### src/rtl/rst_ctrl_pkg.sv
package rst_ctrl_pkg;
  localparam int REG_W = 8;
  localparam int B_PIN = 0;
  localparam int B_PWR = 1;
  localparam int B_MCD = 2;
  localparam int B_WDT = 3;
  localparam int B_SW  = 4;
  localparam int B_CMP = 5;

  typedef enum logic [1:0] {ST_POR, ST_RUN, ST_HOLD} seq_st_e;
  typedef enum logic [2:0] {C_POR, C_SUPPLY, C_PIN, C_MCD, C_CMP, C_WDT, C_SW} cause_e;

  function automatic logic [REG_W-1:0] cause_flag(cause_e c);
    logic [REG_W-1:0] f;
    f = '0;
    case (c)
      C_POR, C_SUPPLY: f[B_PWR] = 1'b1;
      C_PIN:           f[B_PIN] = 1'b1;
      C_MCD:           f[B_MCD] = 1'b1;
      C_CMP:           f[B_CMP] = 1'b1;
      C_WDT:           f[B_WDT] = 1'b1;
      default:         f[B_SW]  = 1'b1;
    endcase
    return f;
  endfunction
endpackage

### src/rtl/rst_sync_bank.sv
module rst_sync_bank #(
  parameter int W      = 1,
  parameter int STAGES = 2
) (
  input  logic         clk_i,
  input  logic         rst_ni,
  input  logic [W-1:0] d_i,
  output logic [W-1:0] q_o
);
  for (genvar b = 0; b < W; b++) begin : g_bit
    logic [STAGES-1:0] ff_q;
    always_ff @(posedge clk_i or negedge rst_ni) begin
      if (!rst_ni) ff_q <= '0;
      else         ff_q <= {ff_q[STAGES-2:0], d_i[b]};
    end
    assign q_o[b] = ff_q[STAGES-1];
  end
endmodule

### src/rtl/rst_cfg_regs.sv
module rst_cfg_regs
  import rst_ctrl_pkg::*;
(
  input  logic             clk_i,
  input  logic             rst_ni,
  input  logic             we_i,
  input  logic [REG_W-1:0] wdata_i,
  input  logic             run_i,
  input  logic             rel_i,
  input  cause_e           rel_cause_i,
  output logic             mon_en_o,
  output logic             mcd_en_o,
  output logic             cmp_en_o,
  output logic             sw_req_o,
  output logic [REG_W-1:0] rdata_o
);
  logic             mon_en_q, mcd_en_q, cmp_en_q;
  logic [REG_W-1:0] flags_q;
  logic             wr_ok;

  assign wr_ok = we_i && run_i;

  always_ff @(posedge clk_i or negedge rst_ni) begin
    if (!rst_ni) begin
      mon_en_q <= 1'b0;
      mcd_en_q <= 1'b0;
      cmp_en_q <= 1'b0;
      flags_q  <= cause_flag(C_POR);
    end else if (rel_i) begin
      flags_q  <= cause_flag(rel_cause_i);
      mcd_en_q <= 1'b0;
      cmp_en_q <= 1'b0;
    end else if (wr_ok) begin
      if (wdata_i[B_PWR]) mon_en_q <= 1'b1;
      mcd_en_q <= wdata_i[B_MCD];
      cmp_en_q <= wdata_i[B_CMP];
    end
  end

  assign mon_en_o = mon_en_q;
  assign mcd_en_o = mcd_en_q;
  assign cmp_en_o = cmp_en_q;
  assign sw_req_o = wr_ok && wdata_i[B_SW];
  assign rdata_o  = flags_q;

  a_r3_mon_sticky: assert property (@(posedge clk_i) disable iff (!rst_ni)
    mon_en_q |=> mon_en_q);
  a_r12_one_flag: assert property (@(posedge clk_i) disable iff (!rst_ni)
    $onehot(flags_q));
  a_r13_en_cleared: assert property (@(posedge clk_i) disable iff (!rst_ni)
    rel_i |=> (!mcd_en_q && !cmp_en_q));
endmodule

### src/rtl/rst_seq.sv
module rst_seq
  import rst_ctrl_pkg::*;
#(
  parameter int POR_DELAY = 4096,
  parameter int BLANK     = 3
) (
  input  logic   clk_i,
  input  logic   rst_ni,
  input  logic   supply_low_i,
  input  logic   pin_low_i,
  input  logic   mcd_i,
  input  logic   cmp_i,
  input  logic   wdt_i,
  input  logic   sw_req_i,
  input  logic   mon_en_i,
  input  logic   mcd_en_i,
  input  logic   cmp_en_i,
  output logic   core_rst_o,
  output logic   pin_pull_o,
  output logic   rel_o,
  output cause_e rel_cause_o
);
  localparam int CW = (POR_DELAY > 1) ? $clog2(POR_DELAY) : 1;
  localparam int BW = $clog2(BLANK + 1);

  seq_st_e       state_q, state_d;
  cause_e        cause_q, cause_d;
  logic [CW-1:0] cnt_q, cnt_d;
  logic [BW-1:0] blank_q;
  logic [1:0]    por_q;
  logic          wdt_prev_q;

  logic   supply_act, pin_act, mcd_act, cmp_act, wdt_evt;
  logic   lvl_any, evt_any, rel;
  cause_e lvl_cause, evt_cause;

  assign pin_pull_o = (state_q == ST_POR) || (state_q == ST_HOLD && cause_q == C_SUPPLY);
  assign core_rst_o = (state_q != ST_RUN);

  assign supply_act = supply_low_i && mon_en_i;
  // own pull-down echoes on the pin: masked while pulling and during sync flush
  assign pin_act    = pin_low_i && (blank_q == '0) && !pin_pull_o;
  assign mcd_act    = mcd_i && mcd_en_i;
  assign cmp_act    = cmp_i && cmp_en_i;
  assign wdt_evt    = wdt_i && !wdt_prev_q;

  always_comb begin
    lvl_any   = supply_act || pin_act || mcd_act || cmp_act;
    lvl_cause = supply_act ? C_SUPPLY : pin_act ? C_PIN : mcd_act ? C_MCD : C_CMP;
    evt_any   = lvl_any || wdt_evt || sw_req_i;
    evt_cause = lvl_any ? lvl_cause : wdt_evt ? C_WDT : C_SW;
    state_d   = state_q;
    cause_d   = cause_q;
    cnt_d     = cnt_q;
    rel       = 1'b0;
    unique case (state_q)
      ST_POR: begin
        if (por_q[1]) begin
          if (cnt_q == CW'(POR_DELAY - 1)) begin
            state_d = ST_RUN;
            cause_d = C_POR;
            rel     = 1'b1;
          end else begin
            cnt_d = cnt_q + 1'b1;
          end
        end
      end
      ST_RUN: begin
        if (evt_any) begin
          state_d = ST_HOLD;
          cause_d = evt_cause;
        end
      end
      ST_HOLD: begin
        if (lvl_any) begin
          cause_d = lvl_cause;
        end else begin
          state_d = ST_RUN;
          rel     = 1'b1;
        end
      end
      default: state_d = ST_POR;
    endcase
  end

  always_ff @(posedge clk_i or negedge rst_ni) begin
    if (!rst_ni) begin
      state_q    <= ST_POR;
      cause_q    <= C_POR;
      cnt_q      <= '0;
      por_q      <= '0;
      wdt_prev_q <= 1'b0;
      blank_q    <= BW'(BLANK);
    end else begin
      state_q    <= state_d;
      cause_q    <= cause_d;
      cnt_q      <= cnt_d;
      por_q      <= {por_q[0], 1'b1};
      wdt_prev_q <= wdt_i;
      if (pin_pull_o)          blank_q <= BW'(BLANK);
      else if (blank_q != '0)  blank_q <= blank_q - 1'b1;
    end
  end

  assign rel_o       = rel;
  assign rel_cause_o = cause_q;

  a_r1_por_held: assert property (@(posedge clk_i) disable iff (!rst_ni)
    (state_q == ST_POR && !por_q[1]) |=> core_rst_o);
  a_r4_supply_holds: assert property (@(posedge clk_i) disable iff (!rst_ni)
    (core_rst_o && supply_act) |=> (core_rst_o && pin_pull_o));
  a_r8_no_pull_on_pulse: assert property (@(posedge clk_i) disable iff (!rst_ni)
    (!core_rst_o && !lvl_any && (wdt_evt || sw_req_i)) |=> !pin_pull_o);
endmodule

### src/rtl/wdt_tick_div.sv
module wdt_tick_div #(
  parameter int DIV = 12
) (
  input  logic clk_i,
  input  logic rst_ni,
  input  logic core_rst_i,
  output logic tick_o
);
  localparam int DW = $clog2(DIV);
  logic [DW-1:0] cnt_q;

  always_ff @(posedge clk_i or negedge rst_ni) begin
    if (!rst_ni)                       cnt_q <= '0;
    else if (core_rst_i)               cnt_q <= '0;
    else if (cnt_q == DW'(DIV - 1))    cnt_q <= '0;
    else                               cnt_q <= cnt_q + 1'b1;
  end

  assign tick_o = !core_rst_i && (cnt_q == DW'(DIV - 1));

  a_r11_tick_gap: assert property (@(posedge clk_i) disable iff (!rst_ni)
    tick_o |=> !tick_o);
endmodule

### src/rtl/sys_reset_ctrl.sv
module sys_reset_ctrl
  import rst_ctrl_pkg::*;
#(
  parameter int POR_DELAY   = 4096,
  parameter int SYNC_STAGES = 2,
  parameter int WDT_DIV     = 12
) (
  input  logic             clk_i,
  input  logic             rst_ni,
  input  logic             supply_low_i,
  input  logic             ext_rst_ni,
  input  logic             clk_missing_i,
  input  logic             cmp_below_i,
  input  logic             wdt_expire_i,
  input  logic             reg_we_i,
  input  logic [REG_W-1:0] reg_wdata_i,
  output logic [REG_W-1:0] reg_rdata_o,
  output logic             core_rst_o,
  output logic             pin_pull_o,
  output logic             wdt_tick_o
);
  localparam int NSRC = 5;

  logic [NSRC-1:0] raw, syn;
  logic   mon_en, mcd_en, cmp_en, sw_req, rel;
  cause_e rel_cause;

  assign raw = {!ext_rst_ni, supply_low_i, clk_missing_i, cmp_below_i, wdt_expire_i};

  rst_sync_bank #(.W(NSRC), .STAGES(SYNC_STAGES)) u_sync (
    .clk_i (clk_i),
    .rst_ni(rst_ni),
    .d_i   (raw),
    .q_o   (syn)
  );

  rst_seq #(.POR_DELAY(POR_DELAY), .BLANK(SYNC_STAGES + 1)) u_seq (
    .clk_i       (clk_i),
    .rst_ni      (rst_ni),
    .supply_low_i(syn[3]),
    .pin_low_i   (syn[4]),
    .mcd_i       (syn[2]),
    .cmp_i       (syn[1]),
    .wdt_i       (syn[0]),
    .sw_req_i    (sw_req),
    .mon_en_i    (mon_en),
    .mcd_en_i    (mcd_en),
    .cmp_en_i    (cmp_en),
    .core_rst_o  (core_rst_o),
    .pin_pull_o  (pin_pull_o),
    .rel_o       (rel),
    .rel_cause_o (rel_cause)
  );

  rst_cfg_regs u_regs (
    .clk_i      (clk_i),
    .rst_ni     (rst_ni),
    .we_i       (reg_we_i),
    .wdata_i    (reg_wdata_i),
    .run_i      (!core_rst_o),
    .rel_i      (rel),
    .rel_cause_i(rel_cause),
    .mon_en_o   (mon_en),
    .mcd_en_o   (mcd_en),
    .cmp_en_o   (cmp_en),
    .sw_req_o   (sw_req),
    .rdata_o    (reg_rdata_o)
  );

  wdt_tick_div #(.DIV(WDT_DIV)) u_tick (
    .clk_i     (clk_i),
    .rst_ni    (rst_ni),
    .core_rst_i(core_rst_o),
    .tick_o    (wdt_tick_o)
  );

  a_r10_sw_enters_reset: assert property (@(posedge clk_i) disable iff (!rst_ni)
    (!core_rst_o && reg_we_i && reg_wdata_i[B_SW]) |=> core_rst_o);
endmodule

### config.mk
export PLATFORM = sky130hd
export DESIGN_NAME = sys_reset_ctrl
export DESIGN_NICKNAME = d
export VERILOG_FILES = /design/src/rtl/rst_ctrl_pkg.sv /design/src/rtl/rst_sync_bank.sv /design/src/rtl/rst_cfg_regs.sv /design/src/rtl/rst_seq.sv /design/src/rtl/wdt_tick_div.sv /design/src/rtl/sys_reset_ctrl.sv
export SDC_FILE = /design/constraint.sdc
export NUM_CORES = 1
export LEC_CHECK = 0
export ABC_CLOCK_PERIOD_IN_PS = 3400
export BUFFER_PORTS_ARGS = -buffer_cell sky130_fd_sc_hd__buf_2
export CAP_MARGIN = 15
export CORE_MARGIN = 2
export CORE_UTILIZATION = 60
export CTS_BUF_LIST = sky130_fd_sc_hd__clkbuf_16
export DETAILED_ROUTE_END_ITERATION = 6
export HOLD_SLACK_MARGIN = 0.02
export PLACE_DENSITY = 0.83
export SYNTH_ARGS = -nofsm -noshare
export SYNTH_HDL_FRONTEND = slang
export SYNTH_SLANG_ARGS = --single-unit
### constraint.sdc
create_clock -name clk_i -period 3.4 [get_ports clk_i]
set_input_delay 1.02 -clock clk_i [delete_from_list [all_inputs] [get_ports clk_i]]
set_output_delay 1.02 -clock clk_i [all_outputs]
set_load 0.02 [all_outputs]
Word level (Yosys, flattened, before mapping)
Index checks and enable logic that the tools add are counted.
- register bits: 45
- bits of input ports: 16
- output and inout port bits: 11
- logic and storage cells: 102
- add/subtract/negate cells: 3
- eq/ne operators: 15
- muxes and demuxes: 33
- bitwise operators: 2
- reductions and logical operators: 33
- operators with widths (kind ; number):
    2-to-1 mux 3 bit ; 8
    2-to-1 mux 2 bit ; 7
    2-to-1 mux 1 bit ; 13
    adder 12 x 1 -> 12 bit, second input constant ; 1
    == test 12 bit, second input constant ; 1
    logical AND 1 bit ; 10
    case mux 3 bit (3 select lines) ; 1
    2-to-1 mux 4 bit ; 2
    inequality test 2 x 1 -> 1 bit, second input constant ; 4
    == test 3 x 2 -> 1 bit, second input constant ; 2
    == test 3 bit, second input constant ; 2
    logical OR 1 bit ; 6
    case mux 2 bit (3 select lines) ; 1
    AND reduction 3 bit ; 2
    nonzero test 2 bit ; 3
    OR reduction 6 bit ; 1
    AND reduction 5 bit ; 1
    adder 4 x 1 -> 4 bit, second input constant ; 1
    == test 4 bit, second input constant ; 1
    zero test 1 bit ; 4
    zero test 2 bit ; 2
    inequality test 2 bit, second input constant ; 2
    AND reduction 4 bit ; 1
    == test 3 x 1 -> 1 bit, second input constant ; 1
    other kinds (8) ; 9

Logic depth before layout (Yosys ltp)
- depth in word-level cells: 12
- depth in mapped cells: 8
- gate-level depth less buffers: 7

Modules after synthesis
From an unflattened synthesis, not the netlist that was laid out.
- cell total of the unflattened synthesis: 177
- area, all modules: 2109.5 sq um
- by module, submodules not included (module ; instances ; cells each ; area an instance (sq um)):
    rst_seq ; 1 ; 109 ; 1228.7
    rst_cfg_regs ; 1 ; 34 ; 395.4
    rst_sync_bank ; 1 ; 15 ; 287.8
    wdt_tick_div ; 1 ; 17 ; 190.2
    sys_reset_ctrl ; 1 ; 2 ; 7.5

Least setup slack after synthesis
OpenSTA, ideal clock, no wires.
- kind: reg2out
- from: register u_seq.state_q[0]
- to: output pin_pull_o
- data arrival time: 1.209 ns
- data required time: 2.380 ns
- slack: 1.171 ns
- cell stages (with the launch flop): 6
- buffers on the path: 0
- path through: dfrtp_1 inv_1 ha_1 and4bb_4 nor2_1 inv_1
- cells in the longest elaborated chain, start to end: 3
- RTL lines (what ; line ; source):
    start, declared ; rst_seq.sv:26 ; seq_st_e state_q, state_d;
    start signal, assigned ; rst_seq.sv:95 ; state_q <= state_d;
    == test 2 bit ; rst_seq.sv:37 ; assign pin_pull_o = (state_q == ST_POR) || (state_q == ST_HOLD && cause_q == C_SUPPLY);
    logical AND 1 bit ; rst_seq.sv:37 ;
    logical OR 1 bit (*) ; rst_seq.sv:37 ;
    end, declared ; sys_reset_ctrl.sv:19 ; output logic pin_pull_o,
Every way passes the cells marked *; elsewhere a longest branch is shown, timed or not.

Worst setup path in the final report
Same ends and word-level chain as after synthesis.

==> summary.md <==
| Metric | Value |
|---|---|
| Final Critical Period | `2.76 ns` |
| Final Hold Fails | `0` |
| Num rows | `20` |
| Final setup fails | `0` |
| DRC viols | `0` |
| Ports | `27` |
| Post-synth ARST share | `1.00` |
| Root Buffer | `clkbuf_16` |
| Post-synth EDFFs | `0` |
| Layout cells sized above 1 | `0.181` |
| Worst-path fanout max | `7` |
| CP Capture Type | `output port` |
| # clock sinks | `45` |
| Worst setup path class | `flip-flop to output port` |
| Synth Cell Area | `1980 µm²` |
| Clock-pin transition on the worst setup and hold timing paths | `0.06 ns` |
| Drt total wl | `3580 µm` |
| Vias per inst | `5.57` |
| Num CTS Buffers | `5` |
| Total global routing track utilization | `0.217` |
| Detailed Routing Iterations Pass 1 | `4` |
| Register area share after synthesis | `0.570` |
| Final estimated routing congestion in global placement | `0.894` |
| Core box area | `3100 µm²` |
| Starting Density | `0.638` |
| RSZ-0062 raised after global routing | `no` |
| Area growth syn-to-layout | `15.4%` |
| Wire per inst | `14.7 µm` |
| Total Nets Final | `221` |
| Crit Reg-Reg Startpoint | `u_seq.state_q[0]` |
| Antenna cells | `0` |
| Worst Path Required | `2.38 ns` |
| FF+latch count, synth | `45` |
| Setup crit end | `pin_pull_o` |
| Post-CTS Resized | `0` |
| Die height | `61.5 µm` |
| Fmax | `0.363 GHz` |
| Leakage power | `1.08 nW` |
| Place WS | `0.969 ns` |
| WP data arrival | `1.74 ns` |
| Avg Synthesized Cell Area | `11.4 µm²` |
| CTS max path bufs | `2` |
| Design area | `2290 µm²` |
| Initial DRC count | `65` |
| Period utilization | `0.811` |
| H-tree depth | `2` |
| Reg-to-reg setup timing slack | `1.06 ns` |
| Grt ovf | `0` |
| Worst Tran Pin Value | `0.934 ns` |
| Post-CTS Setup Bufs | `0` |
| Initial antenna violation count | `0` |
| Synth warn | `0` |
| Die X | `61.5 µm` |
| Max cap viols | `0` |
| Gate Count Post-Synth | `174` |
| Final worst setup slack | `0.643 ns` |
| Max_slew headroom | `0.377` |
| TritonCTS clock tree | `built` |
| Total number of vias | `1354` |
| First-pass GRT wire length | `5820 µm` |
| Synth unique cells | `42` |
| CTS Hold Bufs | `0` |
| Startpoint types | `flip-flop` |
| Via count of the first global-routing pass | `1304` |
| Max-slew violations | `0` |
| Crit path from | `u_seq.state_q[0]` |
| Hpwl dp | `2480 µm` |
| # fillers | `235` |
| Peak VDD IR | `0.000537 V` |
| P per Cell Area | `806 nW/µm²` |
| Final ANT Viol Nets | `0` |
| Largest net degree at the start of global routing | `46` |
| Worst clock skew | `0.00496 ns` |
| Class of the worst hold path | `flip-flop to flip-flop` |
| R2R depth | `7` |
| IO buf count | `20` |
| Clock Latency Late Sink | `0.29 ns` |
| Worst r2r dst | `u_seq.rel_cause_o[1]` |
| Main synth FF type | `dfrtp_1` |
| Placed Instance Area | `2110 µm²` |
| Die area | `3780 µm²` |
| Post-Route Setup TNS | `0 ns` |
| Status | `complete, no violations` |
## worst min path at each step
stage	slack, ns	depth (start not counted)	endpoint	startpoint
6_report	0.35	0	u_seq.por_q[1]	u_seq.por_q[0]
5_1_grt	0.36	0	u_seq.por_q[1]	u_seq.por_q[0]
4_1_cts	0.35	0	u_seq.por_q[1]	u_seq.por_q[0]
3_5_place_dp	0.34	0	u_sync.g_bit[2].ff_q[1]	u_sync.g_bit[2].ff_q[0]
3_3_place_gp	0.33	0	u_sync.g_bit[0].ff_q[1]	u_sync.g_bit[0].ff_q[0]
2_1_floorplan	0.33	0	u_seq.por_q[1]	u_seq.por_q[0]
## state kept, by name, indices dropped and copies added, names as in the netlist
name	flops
u_sync.g_bit.ff_q	10
u_seq.wdt_prev_q	1
u_regs.cmp_en_o	1
u_seq.state_q	2
u_seq.rel_cause_o	3
u_seq.por_q	2
u_tick.cnt_q	4
u_regs.rdata_o	6
u_seq.blank_q	2
u_regs.mcd_en_o	1
u_seq.cnt_q	12
u_regs.mon_en_o	1
## cell families after synthesis
logic type / Yosys count / share of synthesized area
xor+xnor: 12 / 0.0531
simple gates: 60 / 0.158
flops: 45 / 0.570
other cells: 2 / 0.00379
compound gates: 27 / 0.101
mux: 7 / 0.0379
buf+inv: 14 / 0.0316
fa+ha+maj: 7 / 0.0442
## layer usage
| layer | vias up | wire (µm) | global-route usage |
|---|---|---|---|
| li1 | 654 | - | - |
| met1 | 646 | 1550 | 0.269 |
| met2 | 49 | 1790 | 0.362 |
| met3 | 5 | 194 | 0.0693 |
| met4 | 0 | 47 | 0.0729 |
| met5 | - | 0 | 0 |
## where the power goes
group,switching [mW],internal [mW]
combinational,0.308,0.219
clock,0.199,0.347
sequential,0.102,0.666
total,0.610,1.23
## stage by stage
step	cells	total power, mW	util	hold WS (ns)
floorplan	175	1.15	-	0.331
global placement	235	1.26	0.681	0.333
detailed placement	235	1.30	0.681	0.339
CTS	243	1.85	0.737	0.353
global route	243	1.96	0.737	0.363
finish	243	1.84	0.737	0.351
## critical path, cell delays in order (launching register included)
cell      delay (ns)
dfrtp_1         0.40
inv_1           0.08
ha_1            0.30
and4bb_4        0.27
nor2_1          0.19
inv_1           0.05
buf_2           0.16
## final cells by class
class	instances	area, µm²	share of cell area
tap	44	55.1	0.0241
multi-input combinational	116	792	0.346
inverter	10	37.5	0.0164
sequential	45	1130	0.494
clock buffer	5	125	0.0547
timing repair buffer	20	100	0.0438
clock inverter	3	46.3	0.0203
## Yosys cell counts (2+ instances only)
master	number	area share
nand4_1	3	0.0095
and3_1	6	0.019
a21boi_0	2	0.0076
ha_1	7	0.044
nand2_1	22	0.042
conb_1	2	0.0038
mux2_1	3	0.017
o31ai_1	2	0.0076
o41ai_1	3	0.013
inv_1	10	0.019
and4_1	2	0.0088
a211oi_1	2	0.0076
xnor2_1	9	0.040
nor2_1	7	0.013
a21oi_1	3	0.0076
o21ai_0	5	0.013
nand3_1	8	0.020
xor2_1	3	0.013
nand3b_1	3	0.011
mux2i_1	3	0.015
nor2b_1	2	0.0063
dfrtp_1	42	0.53
buf_2	2	0.0051
dfstp_2	3	0.040
and2_1	2	0.0063
buf_4	2	0.0076
## cells in the final DEF, fill, tap and decap left out, drive strengths merged, types with 2 or more instances in the layout
master  instances
and3            6
buf            20
nand3           8
ha              7
xor2            3
nand2          22
xnor2           9
mux2            4
a31oi           2
nor2            7
o41ai           3
dfstp           3
and4            2
a211oi          2
dfrtp          42
conb            3
and2            2
o31ai           2
clkbuf          5
o21ai           6
nand3b          3
inv            10
nand4           3
mux2i           3
a21boi          2
a21oi           3
nor2b           2
(Power assumes the default switching activity.)
